--- src/rtl/recal_pkg.sv ---
package recal_pkg;

    localparam int unsigned ADR_ARB     = 'h000;
    localparam int unsigned ADR_CEN     = 'h100;
    localparam int unsigned ADR_CAP_PLL = 'h280;
    localparam int unsigned ADR_CAP_PMA = 'h281;

    localparam int unsigned ARB_REQUEST = 'h02;
    localparam int unsigned ARB_RELEASE = 'h01;

    localparam int unsigned CAP_GNT_BIT  = 2;
    localparam int unsigned CAP_PLLB_BIT = 1;
    localparam int unsigned CEN_RX_BIT   = 1;
    localparam int unsigned CEN_TX_BIT   = 5;
    localparam int unsigned CEN_OFF_BIT  = 6;
    localparam int unsigned MSK_RX_BIT   = 5;
    localparam int unsigned MSK_TX_BIT   = 4;

    typedef enum logic [3:0] {
        ST_IDLE,
        ST_REQ,
        ST_GNT_RD,
        ST_GNT_WT,
        ST_CEN_RD,
        ST_CEN_WT,
        ST_CEN_WR,
        ST_MSK_RD,
        ST_MSK_WT,
        ST_MSK_WR,
        ST_REL,
        ST_BSY_RD,
        ST_BSY_WT,
        ST_DONE,
        ST_FAIL
    } recal_state_t;

endpackage

--- src/rtl/recal_rdpipe.sv ---
module recal_rdpipe #(
    parameter int RD_LAT = 2
) (
    input  logic clk,
    input  logic rst_n,
    input  logic accept_i,
    output logic valid_o
);
    logic [RD_LAT-1:0] stage_q;

    generate
        if (RD_LAT == 1) begin : g_one
            always_ff @(posedge clk or negedge rst_n) begin
                if (!rst_n) stage_q <= '0;
                else        stage_q <= accept_i;
            end
        end else begin : g_many
            always_ff @(posedge clk or negedge rst_n) begin
                if (!rst_n) stage_q <= '0;
                else        stage_q <= {stage_q[RD_LAT-2:0], accept_i};
            end
        end
    endgenerate

    assign valid_o = stage_q[RD_LAT-1];
endmodule

--- src/rtl/recal_timer.sv ---
module recal_timer #(
    parameter int TW = 16
) (
    input  logic          clk,
    input  logic          rst_n,
    input  logic          clr_i,
    input  logic          run_i,
    input  logic [TW-1:0] limit_i,
    output logic          expired_o
);
    localparam logic [TW-1:0] CNT_MAX = '1;

    logic [TW-1:0] cnt_q;

    always_ff @(posedge clk or negedge rst_n) begin
        if (!rst_n)                         cnt_q <= '0;
        else if (clr_i)                     cnt_q <= '0;
        else if (run_i && cnt_q != CNT_MAX) cnt_q <= cnt_q + 1'b1;
    end

    assign expired_o = (cnt_q >= limit_i);
endmodule

--- src/rtl/recal_rmw.sv ---
module recal_rmw #(
    parameter int DW = 32
) (
    input  logic          pma_i,
    input  logic          rx_i,
    input  logic          tx_i,
    input  logic [DW-1:0] word_i,
    output logic [DW-1:0] cen_o,
    output logic [DW-1:0] msk_o
);
    import recal_pkg::*;

    always_comb begin
        cen_o = word_i;
        if (pma_i) begin
            if (rx_i) cen_o[CEN_RX_BIT] = 1'b1;
            if (tx_i) cen_o[CEN_TX_BIT] = 1'b1;
            cen_o[CEN_OFF_BIT] = 1'b0;
        end else begin
            cen_o[CEN_RX_BIT] = 1'b1;
        end
    end

    always_comb begin
        msk_o             = word_i;
        msk_o[MSK_RX_BIT] = rx_i;
        msk_o[MSK_TX_BIT] = tx_i;
    end
endmodule

--- src/rtl/recal_seq.sv ---
module recal_seq #(
    parameter int AW     = 10,
    parameter int DW     = 32,
    parameter int TW     = 16,
    parameter int RD_LAT = 2
) (
    input  logic          clk,
    input  logic          rst_n,
    input  logic          start_i,
    input  logic          mode_pma_i,
    input  logic          rx_en_i,
    input  logic          tx_en_i,
    input  logic [TW-1:0] tmo_limit_i,
    output logic [AW-1:0] av_addr_o,
    output logic          av_rd_o,
    output logic          av_wr_o,
    output logic [DW-1:0] av_wdata_o,
    input  logic [DW-1:0] av_rdata_i,
    input  logic          av_waitreq_i,
    output logic          busy_o,
    output logic          done_o,
    output logic          err_o
);
    import recal_pkg::*;

    localparam logic [AW-1:0] A_ARB = AW'(ADR_ARB);
    localparam logic [AW-1:0] A_CEN = AW'(ADR_CEN);
    localparam logic [AW-1:0] A_CPL = AW'(ADR_CAP_PLL);
    localparam logic [AW-1:0] A_CPM = AW'(ADR_CAP_PMA);
    localparam logic [DW-1:0] D_REQ = DW'(ARB_REQUEST);
    localparam logic [DW-1:0] D_REL = DW'(ARB_RELEASE);

    recal_state_t state_q, state_d;
    logic          pma_q, rx_q, tx_q, err_q;
    logic [DW-1:0] word_q;
    logic          rd_ok, wr_ok, rvalid, expired;
    logic          tmr_clr, tmr_run, cal_busy;
    logic [AW-1:0] cap_addr;
    logic [DW-1:0] cen_word, msk_word;

    assign rd_ok    = av_rd_o & ~av_waitreq_i;
    assign wr_ok    = av_wr_o & ~av_waitreq_i;
    assign cap_addr = pma_q ? A_CPM : A_CPL;
    assign cal_busy = pma_q ? (|av_rdata_i[1:0]) : av_rdata_i[CAP_PLLB_BIT];
    assign tmr_clr  = (state_q == ST_REQ) || (state_q == ST_REL);
    assign tmr_run  = (state_q == ST_GNT_RD) || (state_q == ST_GNT_WT) ||
                      (state_q == ST_BSY_RD) || (state_q == ST_BSY_WT);

    recal_rdpipe #(.RD_LAT(RD_LAT)) u_rdpipe (
        .clk      (clk),
        .rst_n    (rst_n),
        .accept_i (rd_ok),
        .valid_o  (rvalid)
    );

    recal_timer #(.TW(TW)) u_timer (
        .clk       (clk),
        .rst_n     (rst_n),
        .clr_i     (tmr_clr),
        .run_i     (tmr_run),
        .limit_i   (tmo_limit_i),
        .expired_o (expired)
    );

    recal_rmw #(.DW(DW)) u_rmw (
        .pma_i  (pma_q),
        .rx_i   (rx_q),
        .tx_i   (tx_q),
        .word_i (word_q),
        .cen_o  (cen_word),
        .msk_o  (msk_word)
    );

    // state register and run context
    always_ff @(posedge clk or negedge rst_n) begin
        if (!rst_n) begin
            state_q <= ST_IDLE;
            pma_q   <= 1'b0;
            rx_q    <= 1'b0;
            tx_q    <= 1'b0;
            err_q   <= 1'b0;
            word_q  <= '0;
        end else begin
            state_q <= state_d;
            if (state_q == ST_IDLE && start_i) begin
                pma_q <= mode_pma_i;
                rx_q  <= rx_en_i;
                tx_q  <= tx_en_i;
                err_q <= 1'b0;
            end else if (state_q == ST_FAIL) begin
                err_q <= 1'b1;
            end
            if (rvalid && (state_q == ST_CEN_WT || state_q == ST_MSK_WT))
                word_q <= av_rdata_i;
        end
    end

    // next state
    always_comb begin
        state_d = state_q;
        unique case (state_q)
            ST_IDLE:   if (start_i) state_d = ST_REQ;
            ST_REQ:    if (wr_ok)   state_d = ST_GNT_RD;
            ST_GNT_RD: if (rd_ok)   state_d = ST_GNT_WT;
            ST_GNT_WT: if (rvalid) begin
                if (!av_rdata_i[CAP_GNT_BIT]) state_d = ST_CEN_RD;
                else if (expired)             state_d = ST_FAIL;
                else                          state_d = ST_GNT_RD;
            end
            ST_CEN_RD: if (rd_ok)   state_d = ST_CEN_WT;
            ST_CEN_WT: if (rvalid)  state_d = ST_CEN_WR;
            ST_CEN_WR: if (wr_ok)   state_d = pma_q ? ST_MSK_RD : ST_REL;
            ST_MSK_RD: if (rd_ok)   state_d = ST_MSK_WT;
            ST_MSK_WT: if (rvalid)  state_d = ST_MSK_WR;
            ST_MSK_WR: if (wr_ok)   state_d = ST_REL;
            ST_REL:    if (wr_ok)   state_d = ST_BSY_RD;
            ST_BSY_RD: if (rd_ok)   state_d = ST_BSY_WT;
            ST_BSY_WT: if (rvalid) begin
                if (!cal_busy)    state_d = ST_DONE;
                else if (expired) state_d = ST_FAIL;
                else              state_d = ST_BSY_RD;
            end
            ST_DONE:   state_d = ST_IDLE;
            ST_FAIL:   state_d = ST_IDLE;
            default:   state_d = ST_IDLE;
        endcase
    end

    // outputs
    always_comb begin
        av_addr_o  = '0;
        av_rd_o    = 1'b0;
        av_wr_o    = 1'b0;
        av_wdata_o = '0;
        unique case (state_q)
            ST_REQ:    begin av_wr_o = 1'b1; av_addr_o = A_ARB; av_wdata_o = D_REQ; end
            ST_GNT_RD: begin av_rd_o = 1'b1; av_addr_o = cap_addr; end
            ST_CEN_RD: begin av_rd_o = 1'b1; av_addr_o = A_CEN; end
            ST_CEN_WR: begin av_wr_o = 1'b1; av_addr_o = A_CEN; av_wdata_o = cen_word; end
            ST_MSK_RD: begin av_rd_o = 1'b1; av_addr_o = A_CPM; end
            ST_MSK_WR: begin av_wr_o = 1'b1; av_addr_o = A_CPM; av_wdata_o = msk_word; end
            ST_REL:    begin av_wr_o = 1'b1; av_addr_o = A_ARB; av_wdata_o = D_REL; end
            ST_BSY_RD: begin av_rd_o = 1'b1; av_addr_o = cap_addr; end
            default:   ;
        endcase
    end

    assign busy_o = (state_q != ST_IDLE);
    assign done_o = (state_q == ST_DONE);
    assign err_o  = err_q;
endmodule

--- config.mk ---
export PLATFORM = sky130hd
export DESIGN_NAME = recal_seq
export DESIGN_NICKNAME = d
export VERILOG_FILES = /design/src/rtl/recal_pkg.sv /design/src/rtl/recal_rdpipe.sv /design/src/rtl/recal_timer.sv /design/src/rtl/recal_rmw.sv /design/src/rtl/recal_seq.sv
export SDC_FILE = /design/constraint.sdc
export NUM_CORES = 1
export LEC_CHECK = 0
export ABC_AREA = 1
export BUFFER_PORTS_ARGS = -buffer_cell sky130_fd_sc_hd__buf_4
export CORE_MARGIN = 3
export CORE_UTILIZATION = 40
export CTS_CLUSTER_DIAMETER = 60
export CTS_CLUSTER_SIZE = 30
export DETAILED_ROUTE_END_ITERATION = 12
export PLACE_DENSITY = 0.67
export SYNTH_ARGS = -nofsm -noshare
export SYNTH_HDL_FRONTEND = slang
export SYNTH_SLANG_ARGS = --single-unit
--- constraint.sdc ---
create_clock -name clk -period 1.45 [get_ports clk]
set_input_delay 0.145 -clock clk [delete_from_list [all_inputs] [get_ports clk]]
set_output_delay 0.145 -clock clk [all_outputs]
set_load 0.01 [all_outputs]
# [After elaboration in Yosys (flattened, before gate mapping)]
# Index checks and enable logic that the tools add are counted.
[word_totals] regBits=58 output_inout_bits=47 inputBits=55
[classes] n_eq_ne=28 n_addsub=1 muxes=33 n_bitwise=3 n_lt_le_gt_ge=1 n_reduce_logical=19
[op_table] op="case mux 32 bit (4 select lines)" n=1
[op_table] op="two-way mux 4 bit" n=16
[op_table] op="case mux 4 bit (13 select lines)" n=1
[op_table] op="two-way mux 16 bit" n=2
[op_table] op="case mux 10 bit (3 select lines)" n=1
[op_table] op="== test 4 bit, second input constant" n=7
[op_table] op="adder 16 x 1 -> 16 bit, second input constant" n=1
[op_table] op="== test 4 x 3 -> 1 bit, second input constant" n=4
[op_table] op=">= comparator 16 bit" n=1
[op_table] op="inequality test 16 bit, second input constant" n=1
[op_table] op="inequality test 2 x 1 -> 1 bit, second input constant" n=8
[op_table] op="AND reduction 13 bit" n=1
[op_table] op="inequality test 2 bit, second input constant" n=5
[op_table] op="two-way mux 1 bit" n=9
[op_table] op="== test 4 x 2 -> 1 bit, second input constant" n=2
[op_table] op="OR reduction 2 bit" n=4
[op_table] op="OR reduction 4 bit" n=2
[op_table] op="two-way mux 3 bit" n=2
[op_table] op="logical OR 1 bit" n=5
[op_table] op="== test 4 x 1 -> 1 bit, second input constant" n=1
[op_table] op="zero test 4 bit" n=1
[op_table] op="nonzero test 2 bit" n=2
[op_table] op="nonzero test 4 bit" n=1
[op_table] op="logical AND 1 bit" n=3
[op_table] op="other kinds (3)" n=4

# [Depth between registers and ports, before layout]
# Gate-level depths: netlist of the first run.
[depth] depth_word=7 mapped_depth=16 ltp_nobuf=16

# [Hierarchy]
# Synthesis of the first run repeated with hierarchy kept, for this count alone.
[unflattened] cells_unflattened=593 hier_area_um2=4385.5
[by_module_without_submodules] mod="recal_seq" instances=1 cells_each=309 area_each_um2=2411.1
[by_module_without_submodules] mod="recal_timer" instances=1 cells_each=214 area_each_um2=1440.1
[by_module_without_submodules] mod="recal_rmw" instances=1 cells_each=68 area_each_um2=484.2
[by_module_without_submodules] mod="recal_rdpipe" instances=1 cells_each=2 area_each_um2=50.0

# [Least setup slack after synthesis of the first run]
# No wires, ideal clock.
[synth_timing] kind="register to register" startpoint="register state_q[1]" endpoint="register u_timer.cnt_q[5]" setup_slack_ns=-0.062 arrival_time_ns=1.435 path_buffers=1 path_stages_with_launch=11 period_less_slack_ns=1.512 setup_ns=0.077 path_cell_list="dfrtp_1 -> nor2_2 -> inv_2 -> nor2_4 -> nor2_1 -> o21ai_2 -> nand2_2 -> buf_6 -> nor3_2 -> nand2_1 -> a21oi_1"
[synth_via] elab_chain_len=6 word_cells_on_any_way=13 classes_between="6 x eq/ne; 1 x mux; 6 x reduce/logical"
[synth_lines] item="from (decl)" line="recal_seq.sv:33" rtl="recal_state_t state_q, state_d;"
[synth_lines] item="from (signal assigned)" line="recal_seq.sv:84" rtl="state_q <= state_d;"
[synth_lines] item="== test 4 x 2 -> 1 bit" line="recal_seq.sv:46" rtl="assign tmr_run = (state_q == ST_GNT_RD) || (state_q == ST_GNT_WT) ||"
[synth_lines] item="logical OR 1 bit (2 in series)" line="recal_seq.sv:46"
[synth_lines] item="logical OR 1 bit" line="recal_seq.sv:47" rtl="(state_q == ST_BSY_RD) || (state_q == ST_BSY_WT);"
[synth_lines] item="logical AND 1 bit" line="recal_timer.sv:18" rtl="else if (run_i && cnt_q != CNT_MAX) cnt_q <= cnt_q + 1'b1;"
[synth_lines] item="nonzero test 2 bit (no line)"
[synth_lines] item="to (signal assigned)" line="recal_timer.sv:18"
[synth_lines] item="to (decl)" line="recal_timer.sv:13" rtl="logic [TW-1:0] cnt_q;"
# Parallel ways exist; a longest one is shown, timed or not.
# A chain may end at the register's enable or synchronous reset.

# [Worst setup path after layout of the first run]
[layout_timing] startpoint="register state_q[1]" endpoint="output port av_wdata_o[12]"
[layout_via] elab_chain_len=2 word_cells_on_any_way=5 classes_between="4 x eq/ne; 1 x mux"
[layout_lines] item="== test 4 bit, or another cell as far along" line="recal_seq.sv:135" rtl="unique case (state_q)"
[layout_lines] item="case mux 32 bit (4 select lines) *" line="recal_seq.sv:135"
[layout_lines] item="to (decl)" line="recal_seq.sv:17" rtl="output logic [DW-1:0] av_wdata_o,"
# Mark *: on every way between the ends. The rest lies on a longest branch, timed or not.

==> run metrics, run 1 <==
outcome finished with violations; violations in the final reports hold timing, setup timing; Clock H-tree levels 3; CTS tree done; maximum net fanout on the critical path 7; area taken by multi-input logic gates 2760 sq um; initial DRC count 390; cells traversed along the worst timing path inv_2, nand2_4, buf_6, nor2_4, nor2_8, clkbuf_16, nor2_4, buf_6; adder-cell share of the synthesized area 5.95%; Post-DP HPWL 7560 um; number of antenna violations at the first check in global routing 0; power per standard cell area 1690 nW/um^2; unique cell type count in the Yosys netlist 40; Slew @ Worst Pin 0.605 ns; post-layout minimum cycle time 1.94 ns; Sinks on Clock Net 58; Avg WL per Cell between 20 and 25 um; final max-slew violation count 0; later-pin clock latency in the skew report about 0.37 ns; total overflow reported by the global router 0; synthesized-area fraction occupied by xor and xnor cells 1.23%; signed area change from the synthesized netlist to the final layout 92.7%; Post-Place Worst Slack -0.303 ns; number of synthesized register bits between 50 and 60; instance count of the mapped netlist 480; type of element capturing the critical path output pin; global-route total usage across every layer 23.1%; maximum clock path buffer count 2; placement row count 33; detailed-router iteration count before antenna repair 5; fraction of power consumed by sequential logic about a quarter; Comb power frac between 60% and 70%; hold violation count in the final report 2; worst slew margin relative to its limit 59.7%; setup repair after global routing missed its margin yes; design internal power roughly 6.4 mW; cell type of the slowest stage on the worst timing path sky130_fd_sc_hd__dfrtp_2; post-synthesis mux area share 1.58%; via density per instance 5.62; required time of the critical path 1.31 ns; CP max stage delay 0.46 ns; cts bufs inserted 9; switching power share of the total 45.0%; Tightest Hold Check Type input port to flop; post-synthesis average cell area 7.44 sq um; global-route wire length before repair about 18000 um; register area 1460 sq um; dominant combinational cell family by area after synthesis simple AND/OR/NAND/NOR gates; CTS Root Buffer Type sky130_fd_sc_hd__clkbuf_8; final setup skew 0.0165 ns; share of layout cells above drive strength 1 around three fifths; Post-Synth Simple-Gate Area 25.7%; worst reg-to-reg path cell count 9; total leakage power between 3 and 4 nW; Final GP Congestion 0.958; setup slack of the critical path after layout -0.490 ns; number of enable flip-flop cells after synthesis 0; number of DRC violations after detailed routing 0; Hold Slack -0.00982 ns; portion of the clock cycle consumed by the worst path in the final layout 134%; predominant post-synthesis flop cell sky130_fd_sc_hd__dfrtp_1; compound-cell area share of the yosys netlist 12.6%; number of instances on the worst hold path 3; synth warn 0; number of fill cells in the layout 445; Routed Wire Length 16500 um; remaining antenna violation count 0; total of max-cap violations 0; final setup violation count 96; initial core utilization 42.4%; final core utilization 81.7%; startpoint kind of the worst setup timing path flop; overall die height 101 um; antenna diode count 0; Fmax 515 MHz; via count of the first global-routing pass 4029; clock transition at the register clock pins on the worst setup and hold paths after CTS 0.07 ns; pin count of the biggest net entering global routing 36; number of nets at the end of the flow 758; total of buffers placed on input and output ports 95; critical path start-end classification flop to output pin; proportion of synthesized flip-flops having asynchronous set or reset 100%; sequential-to-total area share from yosys stat 40.6%; DIE WIDTH 101 um; worst IR drop on VDD 1190 uV; arrival time worst endpoint around 1.8 ns; P_sw around 5.2 mW; synthesized area 3570 sq um; die outline area 10100 sq um; clock network fraction of total power 14.3%; Std-Cell Core Area ~8400 sq um; io pins 102; routed via count 4470
==> cells by family after synthesis <==
family                     Yosys count
other                                1
xor gates and xnor gates             5
AOI/OAI and AO/OA                   82
adders and majority gates           17
DFF                                 58
and+or+nand+nor                    206
muxes                                5
buffers and inverters              106
==> timing repair <==
item,CTS,global route
hold buffers,2,1
buffers inserted,14,18
gates resized for setup,138,197
hold endpoints to repair,35,1
gates cloned,5,7
pin swaps,16,37
endpoints found under the setup margin,95,96
==> routing by layer <==
metal / part of all wire, % / GRT usage (%) / vias up
li1: - / - / 1927
met1: 36 / 27.9 / 2180
met2: 51 / 39.2 / 280
met3: 6.8 / 5.05 / 83
met4: 6.0 / 10.4 / 0
met5: 0 / 0 / -
==> layout by cell type (no fill, tap or decap), types with 3 or more instances in the layout <==
cell                            count
sky130_fd_sc_hd__o31ai_4            5
sky130_fd_sc_hd__nor2_4            52
sky130_fd_sc_hd__inv_1             74
sky130_fd_sc_hd__buf_6             52
sky130_fd_sc_hd__nand2_1           54
sky130_fd_sc_hd__clkinvlp_4         3
sky130_fd_sc_hd__nor3_2             4
sky130_fd_sc_hd__clkbuf_16          6
sky130_fd_sc_hd__buf_4            133
sky130_fd_sc_hd__nor2_1            15
sky130_fd_sc_hd__nand3_2            4
sky130_fd_sc_hd__ha_1              11
sky130_fd_sc_hd__a21oi_4            3
sky130_fd_sc_hd__o21ai_1            7
sky130_fd_sc_hd__xor2_1             4
sky130_fd_sc_hd__nand2_8            3
sky130_fd_sc_hd__inv_2             13
sky130_fd_sc_hd__nand2_4           12
sky130_fd_sc_hd__ha_4               6
sky130_fd_sc_hd__buf_12             8
sky130_fd_sc_hd__o21ai_2           13
sky130_fd_sc_hd__nor3_4             3
sky130_fd_sc_hd__a21oi_2           26
sky130_fd_sc_hd__nand2_2           17
sky130_fd_sc_hd__conb_1             6
sky130_fd_sc_hd__o21ai_0            3
sky130_fd_sc_hd__o21ai_4            4
sky130_fd_sc_hd__nor3_1             5
sky130_fd_sc_hd__nand4_1            8
sky130_fd_sc_hd__mux2_4             4
sky130_fd_sc_hd__dlygate4sd3_1      3
sky130_fd_sc_hd__dfrtp_2            3
sky130_fd_sc_hd__clkbuf_8          10
sky130_fd_sc_hd__dfrtp_1           55
sky130_fd_sc_hd__nand3_1            8
sky130_fd_sc_hd__a21oi_1           13
sky130_fd_sc_hd__nor2_2            18
==> state kept, by name, indices dropped and copies added, names as in the netlist <==
register,cells
state_q,4
err_o,1
u_rdpipe.stage_q,2
word_q,32
pma_q,1
tx_q,1
rx_q,1
u_timer.cnt_q,16
==> final cells by class <==
| type | instances | area share, % |
|---|---|---|
| Clock inverter | 6 | 0.963 |
| Clock buffer | 10 | 2.00 |
| Sequential cell | 58 | 21.1 |
| Inverter | 89 | 5.00 |
| Multi-Input combinational cell | 323 | 40.0 |
| Timing Repair Buffer | 205 | 29.0 |
| Tap cell | 105 | 1.91 |
==> path summary, 6_finish.rpt <==
path | endpoint | slack [ns] | start
hold / removal | pma_q | -0.01 | mode_pma_i
min in group asynchronous | word_q[25] | 0.30 | rst_n
setup reg to reg | word_q[4] | -0.40 | state_q[1]
hold reg to reg | u_rdpipe.stage_q[1] | 0.40 | u_rdpipe.stage_q[0]
max in group asynchronous | u_timer.cnt_q[5] | 0.59 | rst_n
setup / recovery | av_wdata_o[12] | -0.49 | state_q[1]
==> critical path, delay by kind of cell, from the launching register on <==
kind / cells / cell delay, ns
AND/OR/NAND/NOR: 4 / 0.44
flip-flops: 1 / 0.46
buffers and inverters: 4 / 0.53
==> through the flow <==
step	instance area, sq um	cells	TNS (ns)	power (mW)	hold WS [ns]
after floorplan	3610	485	-0.181	4.73	-0.151
after global placement	4890	736	-7.48	6.39	0.131
after detailed placement	4890	736	-8.30	6.48	0.134
after CTS	5770	773	-24.69	9.31	0.00410
after global routing	6890	796	-40.04	12.1	-0.00954
final	6890	796	-34.98	11.6	-0.00982
==> cells in the mapped netlist, types with 2 or more instances <==
cell type                  instances  share of area, %
sky130_fd_sc_hd__o21ai_2           2              0.49
sky130_fd_sc_hd__nand3_1          11               1.5
sky130_fd_sc_hd__dfrtp_1          58                41
sky130_fd_sc_hd__a21oi_1          41               5.7
sky130_fd_sc_hd__nor2_1           78               8.2
sky130_fd_sc_hd__buf_1             2              0.21
sky130_fd_sc_hd__o21ai_0          20               2.8
sky130_fd_sc_hd__nor3_2            2              0.56
sky130_fd_sc_hd__o31ai_1           5               1.1
sky130_fd_sc_hd__inv_1            82               8.6
sky130_fd_sc_hd__clkbuf_1          3              0.32
sky130_fd_sc_hd__o21a_1            2              0.42
sky130_fd_sc_hd__xor2_1            4              0.98
sky130_fd_sc_hd__nor3_1           10               1.4
sky130_fd_sc_hd__a211oi_1          2              0.42
sky130_fd_sc_hd__nand4_1           8               1.4
sky130_fd_sc_hd__nand2_1          78               8.2
sky130_fd_sc_hd__nor2_4            2              0.63
sky130_fd_sc_hd__mux2_1            4               1.3
sky130_fd_sc_hd__nor4_1            2              0.35
sky130_fd_sc_hd__inv_2             7              0.74
sky130_fd_sc_hd__ha_1             17               6.0
sky130_fd_sc_hd__buf_2             4              0.56
sky130_fd_sc_hd__nor2_2            5              0.88
sky130_fd_sc_hd__nand2_2           5              0.88
sky130_fd_sc_hd__buf_4             7               1.5
sky130_fd_sc_hd__o21ai_1           5              0.70
sky130_fd_sc_hd__nand3_2           2              0.56
==> power by group through the flow <==
stage | Clock (mW) | Combinational (mW) | Sequential, mW
floorplan | 0 | 2.22 | 2.52
global placement | 0 | 3.83 | 2.56
detailed placement | 0 | 3.90 | 2.58
CTS | 1.57 | 5.17 | 2.57
global route | 1.72 | 7.61 | 2.76
finish | 1.66 | 7.27 | 2.71
(Power assumes the default switching activity.)
==> run 2: changes to the inputs <==
==> constraint.sdc (replaced) <==
create_clock -name clk -period 1.45 [get_ports clk]
set_input_delay 0.29 -clock clk [delete_from_list [all_inputs] [get_ports clk]]
set_output_delay 0.29 -clock clk [all_outputs]
set_load 0.01 [all_outputs]
==> run 2 against run 1 <==
Net effect:
- the run ends with setup timing left
- routed wire length down 18%
- critical path depth down 1
- via count down 8.9%
- critical path type unchanged
==> run metrics, run 2 (synthesized netlist as in run 1, its figures left out) <==
global-route wire length before repair 16800 um (-8.9%); arrival time worst endpoint 1.73 ns (-0.07 ns); final setup skew 0.0133 ns (-0.00319 ns); remaining antenna violation count 0 (unchanged); commonest non-fill, non-tap cell in the layout sky130_fd_sc_hd__buf_4; violations in the final reports setup timing; portion of the clock cycle consumed by the worst path in the final layout 140% (+5.7 points); post-layout minimum cycle time 2.02 ns (+0.0833 ns); area of placed instances 4860 sq um (-0.51%); fraction of power consumed by sequential logic 23.4% (about the same); overall die height 101 um (unchanged); signed area change from the synthesized netlist to the final layout 81.1%; design internal power 6.42 mW (+0.35%); hold violation count in the final report 0 (-2); flip-flop count of the largest register, all copies and words added 32 (unchanged); number of DRC violations after detailed routing 0 (unchanged); via count of the first global-routing pass 3627 (-10%); die outline area 10100 sq um (unchanged); DIE WIDTH 101 um (unchanged); later-pin clock latency in the skew report 0.36 ns (about the same); Sinks on Clock Net 58 (unchanged); worst reg-to-reg path cell count 12 (+3); CTS Root Buffer Type sky130_fd_sc_hd__clkbuf_8; number of nets at the end of the flow 746 (-1.6%); number of instances on the worst hold path 3 (unchanged); Post-DP HPWL 7520 um (-0.54%); P_sw 4.79 mW (-8.6%); clock transition at the register clock pins on the worst setup and hold paths after CTS 0.08 ns (about the same); initial core utilization 42.4% (unchanged); Avg WL per Cell 17.3 um (-16%); worst IR drop on VDD 1250 uV (+5.1%); share of layout cells above drive strength 1 56.4% (-3.9 points); routed via count 4070 (-8.9%); Std-Cell Core Area 8420 sq um (unchanged); final max-slew violation count 0 (unchanged); startpoint kind of the worst setup timing path flop; critical register-to-register path startpoint state_q[1]; setup slack of the critical path after layout -0.574 ns (-0.0833 ns); Clock H-tree levels 3 (unchanged); outcome finished with violations; detailed-router iteration count before antenna repair 5 (unchanged); antenna diode count 0 (unchanged); number of antenna violations at the first check in global routing 0 (unchanged); Routed Wire Length 13600 um (-18%); final sum of negative setup slack -36.30 ns (-1.33 ns); total overflow reported by the global router 0 (unchanged); via density per instance 5.19 (-7.6%); total of max-cap violations 0 (unchanged); total leakage power 3.25 nW (-3.4%); final core utilization 76.8% (-4.9 points); global-route total usage across every layer 21.0% (-2.1 points); pin count of the biggest net entering global routing 32 (-11%); critical path start-end classification flop to output pin; Comb power frac 59.3% (-3.1 points); crit path launch state_q[1]; post-layout instance area 6470 sq um (-6.0%); CTS tree done; maximum net fanout on the critical path 8 (+1); number of fill cells in the layout 540 (+21%); total of buffers placed on input and output ports 95 (unchanged); biggest registers after layout word_q: 32 flops, u_timer.cnt_q: 16 flops, state_q: 4 flops; placement row count 33 (unchanged); power per standard cell area 1730 nW/um^2 (+2.5%); final setup violation count 97 (+1.0%); initial DRC count 221 (-43%); required time of the critical path 1.16 ns (-0.15 ns); Fmax 494 MHz (-4.1%); Final GP Congestion 0.940 (-1.9%); Reg with most FFs word_q; switching power share of the total 42.7% (-2.3 points); worst setup slack for register-to-register paths -0.40 ns (about the same); maximum clock path buffer count 2 (unchanged); Hold Slack 0.148 ns (+0.158 ns); type of element capturing the critical path output pin; Tightest Hold Check Type input port to flop; io pins 102 (unchanged); setup repair after global routing missed its margin yes; worst reg2reg path endpoint u_timer.cnt_q[4]; most frequent cells in the layout 139 x sky130_fd_sc_hd__buf_4, 74 x sky130_fd_sc_hd__inv_1, 57 x sky130_fd_sc_hd__nand2_1; worst setup path endpoint av_wdata_o[16]; cts bufs inserted 9 (unchanged); clock network fraction of total power 17.3% (+3.0 points)
-- run 2: cell types whose count changed in the layout (fill, tap and decap cells not counted), sizes merged, moves of 2 or more --
| cell | previous run | this run |
|---|---|---|
| clkinvlp | 3 | 0 |
| clkbuf | 16 | 14 |
| dlygate4sd3 | 3 | 1 |
| bufinv | 1 | 3 |
| buf | 196 | 188 |
-- run 2: layout make-up --
| class | count | area (sq um) | share of cell area, % |
|---|---|---|---|
| Clock inverter | 7 | 125 | 1.93 |
| Clock buffer | 9 | 124 | 1.91 |
| Multi-Input combinational cell | 322 | 2500 | 38.6 |
| Sequential cell | 58 | 1460 | 22.5 |
| Timing Repair Buffer | 194 | 1790 | 27.6 |
| Inverter | 89 | 349 | 5.40 |
| Tap cell | 105 | 131 | 2.03 |
-- run 2: worst min-delay path by stage --
stage | start | slack [ns] | end
floorplan | rst_n | -0.006 | err_o
global placement | rst_n | 0.26 | word_q[3]
detailed placement | rst_n | 0.26 | word_q[17]
CTS | av_waitreq_i | 0.10 | u_rdpipe.stage_q[0]
global route | av_waitreq_i | 0.15 | u_rdpipe.stage_q[0]
finish | tx_en_i | 0.15 | tx_q
-- run 2: repair_timing --
| action | 4_1_cts | 5_1_grt |
|---|---|---|
| hold buffers | 1 | 0 |
| endpoints found under the hold margin | 29 | 0 |
| setup endpoints to repair | 93 | 96 |
| cloned | 1 | 8 |
| pin swaps | 12 | 30 |
| buffers inserted | 18 | 14 |
| gates resized for setup | 63 | 197 |
-- run 2: layer usage --
metal  part of all wire (%)  vias up  GRT usage, %
li1                       -     1905             -
met1                     38     1932          27.1
met2                     52      187          35.1
met3                    5.3       46          3.67
met4                    3.9        0          7.98
met5                      0        -             0
-- run 2: stage by stage --
| step | std cells | setup WS, ns | power [mW] |
|---|---|---|---|
| 6_report | 784 | -0.574 | 11.2 |
| 5_1_grt | 784 | -0.628 | 11.7 |
| 4_1_cts | 763 | -0.474 | 8.97 |
| 3_5_place_dp | 727 | -0.328 | 6.44 |
| 3_3_place_gp | 727 | -0.204 | 6.35 |
| 2_1_floorplan | 485 | -0.0527 | 4.79 |
-- run 2: power groups by stage --
stage	clock network [mW]	logic [mW]	registers [mW]
floorplan	0	2.27	2.52
global route	2.01	7.05	2.68
global placement	0	3.78	2.56
CTS	1.91	4.52	2.54
detailed placement	0	3.85	2.59
finish	1.94	6.64	2.63
-- run 2: critical path, stage by stage (launching register included) --
cell and delay (ns):
sky130_fd_sc_hd__dfrtp_2 0.46, sky130_fd_sc_hd__inv_2 0.10, sky130_fd_sc_hd__nand2_4 0.08, sky130_fd_sc_hd__nor2_4 0.21, sky130_fd_sc_hd__nor2_8 0.10, sky130_fd_sc_hd__clkbuf_16 0.18
sky130_fd_sc_hd__nor2_2 0.10, sky130_fd_sc_hd__buf_4 0.13
==> run 3: changes to the inputs <==
--- a/config.mk
+++ b/config.mk
@@ -12,7 +12,7 @@
 export CTS_CLUSTER_DIAMETER = 60
 export CTS_CLUSTER_SIZE = 30
 export DETAILED_ROUTE_END_ITERATION = 12
-export PLACE_DENSITY = 0.67
+export PLACE_DENSITY = 0.73
 export SYNTH_ARGS = -nofsm -noshare
 export SYNTH_HDL_FRONTEND = slang
 export SYNTH_SLANG_ARGS = --single-unit
==> run 3 against run 2 <==
Net effect:
- routed wire length fell by 16%
- the flow still finishes with violations (setup timing)
- first-iteration DRC count fell by 27%
- cell area fell by 10%
- highest routed layer unchanged
- total power shrank 15%
- sequential share of layout area increased by 2.5 points
- maximum frequency grew 3.0%
- clock skew fell by 0.0049 ns
- core utilization is 7.9 points lower
==> run metrics, run 3 (synthesized netlist as in run 1, its figures left out) <==
biggest registers after layout word_q: 32 flops, u_timer.cnt_q: 16 flops, state_q: 4 flops; post-layout minimum cycle time 1.96 ns (-0.0590 ns); CP max stage delay 0.46 ns (about the same); type of element capturing the critical path output pin; total of buffers placed on input and output ports 95 (unchanged); Sinks on Clock Net 58 (unchanged); initial DRC count 162 (-27%); power per standard cell area 1650 nW/um^2 (-4.8%); share of layout cells above drive strength 1 44.0% (-12 points); switching power share of the total 40.9% (-1.8 points); routed via count 3881 (-4.6%); total overflow reported by the global router 0 (unchanged); Post-Place Worst Slack -0.259 ns (+0.0686 ns); Fmax 509 MHz (+3.0%); io pins 102 (unchanged); Final GP Congestion 0.932 (-0.85%); worst IR drop on VDD 1150 uV (-8.5%); Reg with most FFs word_q; clock transition at the register clock pins on the worst setup and hold paths after CTS 0.07 ns (about the same); Routed Wire Length 11300 um (-16%); global-route total usage across every layer 21.1% (+0.083 points); CTS Root Buffer Type sky130_fd_sc_hd__clkbuf_8; fraction of power consumed by sequential logic 26.9% (+3.5 points); placement row count 33 (unchanged); final setup skew 0.00837 ns (-0.00489 ns); total leakage power 3.04 nW (-6.5%); total of max-cap violations 0 (unchanged); design internal power 5.66 mW (-12%); flip-flop count of the largest register, all copies and words added 32 (unchanged); number of fill cells in the layout 610 (+13%); Tightest Hold Check Type input port to flop; number of nets at the end of the flow 735 (-1.5%); global-route wire length before repair 17100 um (+1.7%); number of DRC violations after detailed routing 0 (unchanged); Avg WL per Cell 14.7 um (-15%); Post-DP HPWL 7620 um (+1.4%); Comb power frac 55.3% (-4.0 points); signed area change from the synthesized netlist to the final layout 62.5%; arrival time worst endpoint 1.67 ns (-0.06 ns); Clock H-tree levels 3 (unchanged); initial core utilization 42.4% (unchanged); later-pin clock latency in the skew report 0.34 ns (-0.02 ns); outcome finished with violations; remaining antenna violation count 0 (unchanged); Hold Slack 0.110 ns (-0.0378 ns); cell type of the slowest stage on the worst timing path sky130_fd_sc_hd__dfrtp_2; area taken by multi-input logic gates 2060 sq um (-18%); cts bufs inserted 9 (unchanged); portion of the clock cycle consumed by the worst path in the final layout 135% (-4.1 points); maximum net fanout on the critical path 8 (unchanged); via count of the first global-routing pass 3808 (+5.0%); required time of the critical path 1.16 ns (about the same); DIE WIDTH 101 um (unchanged); final setup violation count 96 (-1.0%); pin count of the biggest net entering global routing 27 (-16%); violations in the final reports setup timing; setup slack of the critical path after layout -0.515 ns (+0.0590 ns); detailed-router iteration count before antenna repair 4 (-1); startpoint kind of the worst setup timing path flop; overall die height 101 um (unchanged); final max-slew violation count 0 (unchanged); commonest non-fill, non-tap cell in the layout sky130_fd_sc_hd__buf_4; register area 1450 sq um (about the same); most frequent cells in the layout 149 x sky130_fd_sc_hd__buf_4, 78 x sky130_fd_sc_hd__inv_1, 73 x sky130_fd_sc_hd__nand2_1; clock network fraction of total power 17.8% (+0.5 points); antenna diode count 0 (unchanged); CTS tree done; cells traversed along the worst timing path inv_2, nand2_4, nor2_4, nor2_8, clkbuf_16, nor2_4, buf_6; maximum clock path buffer count 2 (unchanged); number of antenna violations at the first check in global routing 0 (unchanged); critical path start-end classification flop to output pin; Crit path top cell by count sky130_fd_sc_hd__nor2_4; hold violation count in the final report 0 (unchanged); via density per instance 5.02 (-3.3%); P_sw 3.92 mW (-18%); Std-Cell Core Area 8420 sq um (unchanged); setup repair after global routing missed its margin yes; die outline area 10100 sq um (unchanged)
## run 3: power by group through the flow
stage / sequential, mW / combinational (mW) / clock [mW]
4_1_cts: 2.54 / 4.60 / 1.70
2_1_floorplan: 2.52 / 2.27 / 0
5_1_grt: 2.64 / 5.75 / 1.79
3_3_place_gp: 2.55 / 3.89 / 0
6_report: 2.57 / 5.30 / 1.71
3_5_place_dp: 2.57 / 3.98 / 0
## run 3: worst max-delay path, delay by kind of cell, from the launching register on
kind | cells | cell delay, ns
AND/OR/NAND/NOR | 4 | 0.48
buffers and inverters | 3 | 0.39
flip-flops | 1 | 0.46
## run 3: worst paths after layout
kind / slack, ns / endpoint / startpoint / depth (start not counted)
min in group asynchronous: 0.41 / word_q[16] / rst_n / 2
max: -0.51 / av_wdata_o[16] / state_q[0] / 7
min reg2reg: 0.39 / u_rdpipe.stage_q[1] / u_rdpipe.stage_q[0] / 0
max reg2reg: -0.45 / word_q[18] / state_q[1] / 11
max in group asynchronous: 0.55 / u_timer.cnt_q[2] / rst_n / 3
min: 0.11 / u_rdpipe.stage_q[0] / av_waitreq_i / 2
## run 3: layout make-up
type	count	area share, %
repair buffers	184	27.7
inverters	89	5.84
well taps	105	2.26
multi-input cells	321	35.4
flip-flops and latches	58	25.0
clock buffers	11	2.43
clock inverters	5	1.34
## run 3: metrics by stage
step	std cells	cell area, sq um	setup TNS (ns)	utilization, %	total power [mW]
2_1_floorplan	485	3650	-0.863	-	4.79
3_3_place_gp	733	4900	-11.97	58.1	6.44
5_1_grt	773	5810	-44.66	69.0	10.2
6_report	773	5810	-37.40	69.0	9.58
4_1_cts	766	5470	-33.88	64.9	8.84
3_5_place_dp	733	4900	-11.78	58.1	6.55
## run 3: layer usage
layer	up-vias	GRT usage (%)	wire, um
met5	-	0	0
met2	123	35.8	5900
met1	1862	26.6	4690
met3	26	3.39	490
li1	1870	-	-
met4	0	8.60	274
## run 3: what timing repair did
action                                 CTS  global route
resized for setup                       52            73
cloned                                   2             1
endpoints found under the hold margin   21             0
setup endpoints to repair               95            96
hold buffers                             1             0
buffers inserted                        15             6
pin swaps                               15            13
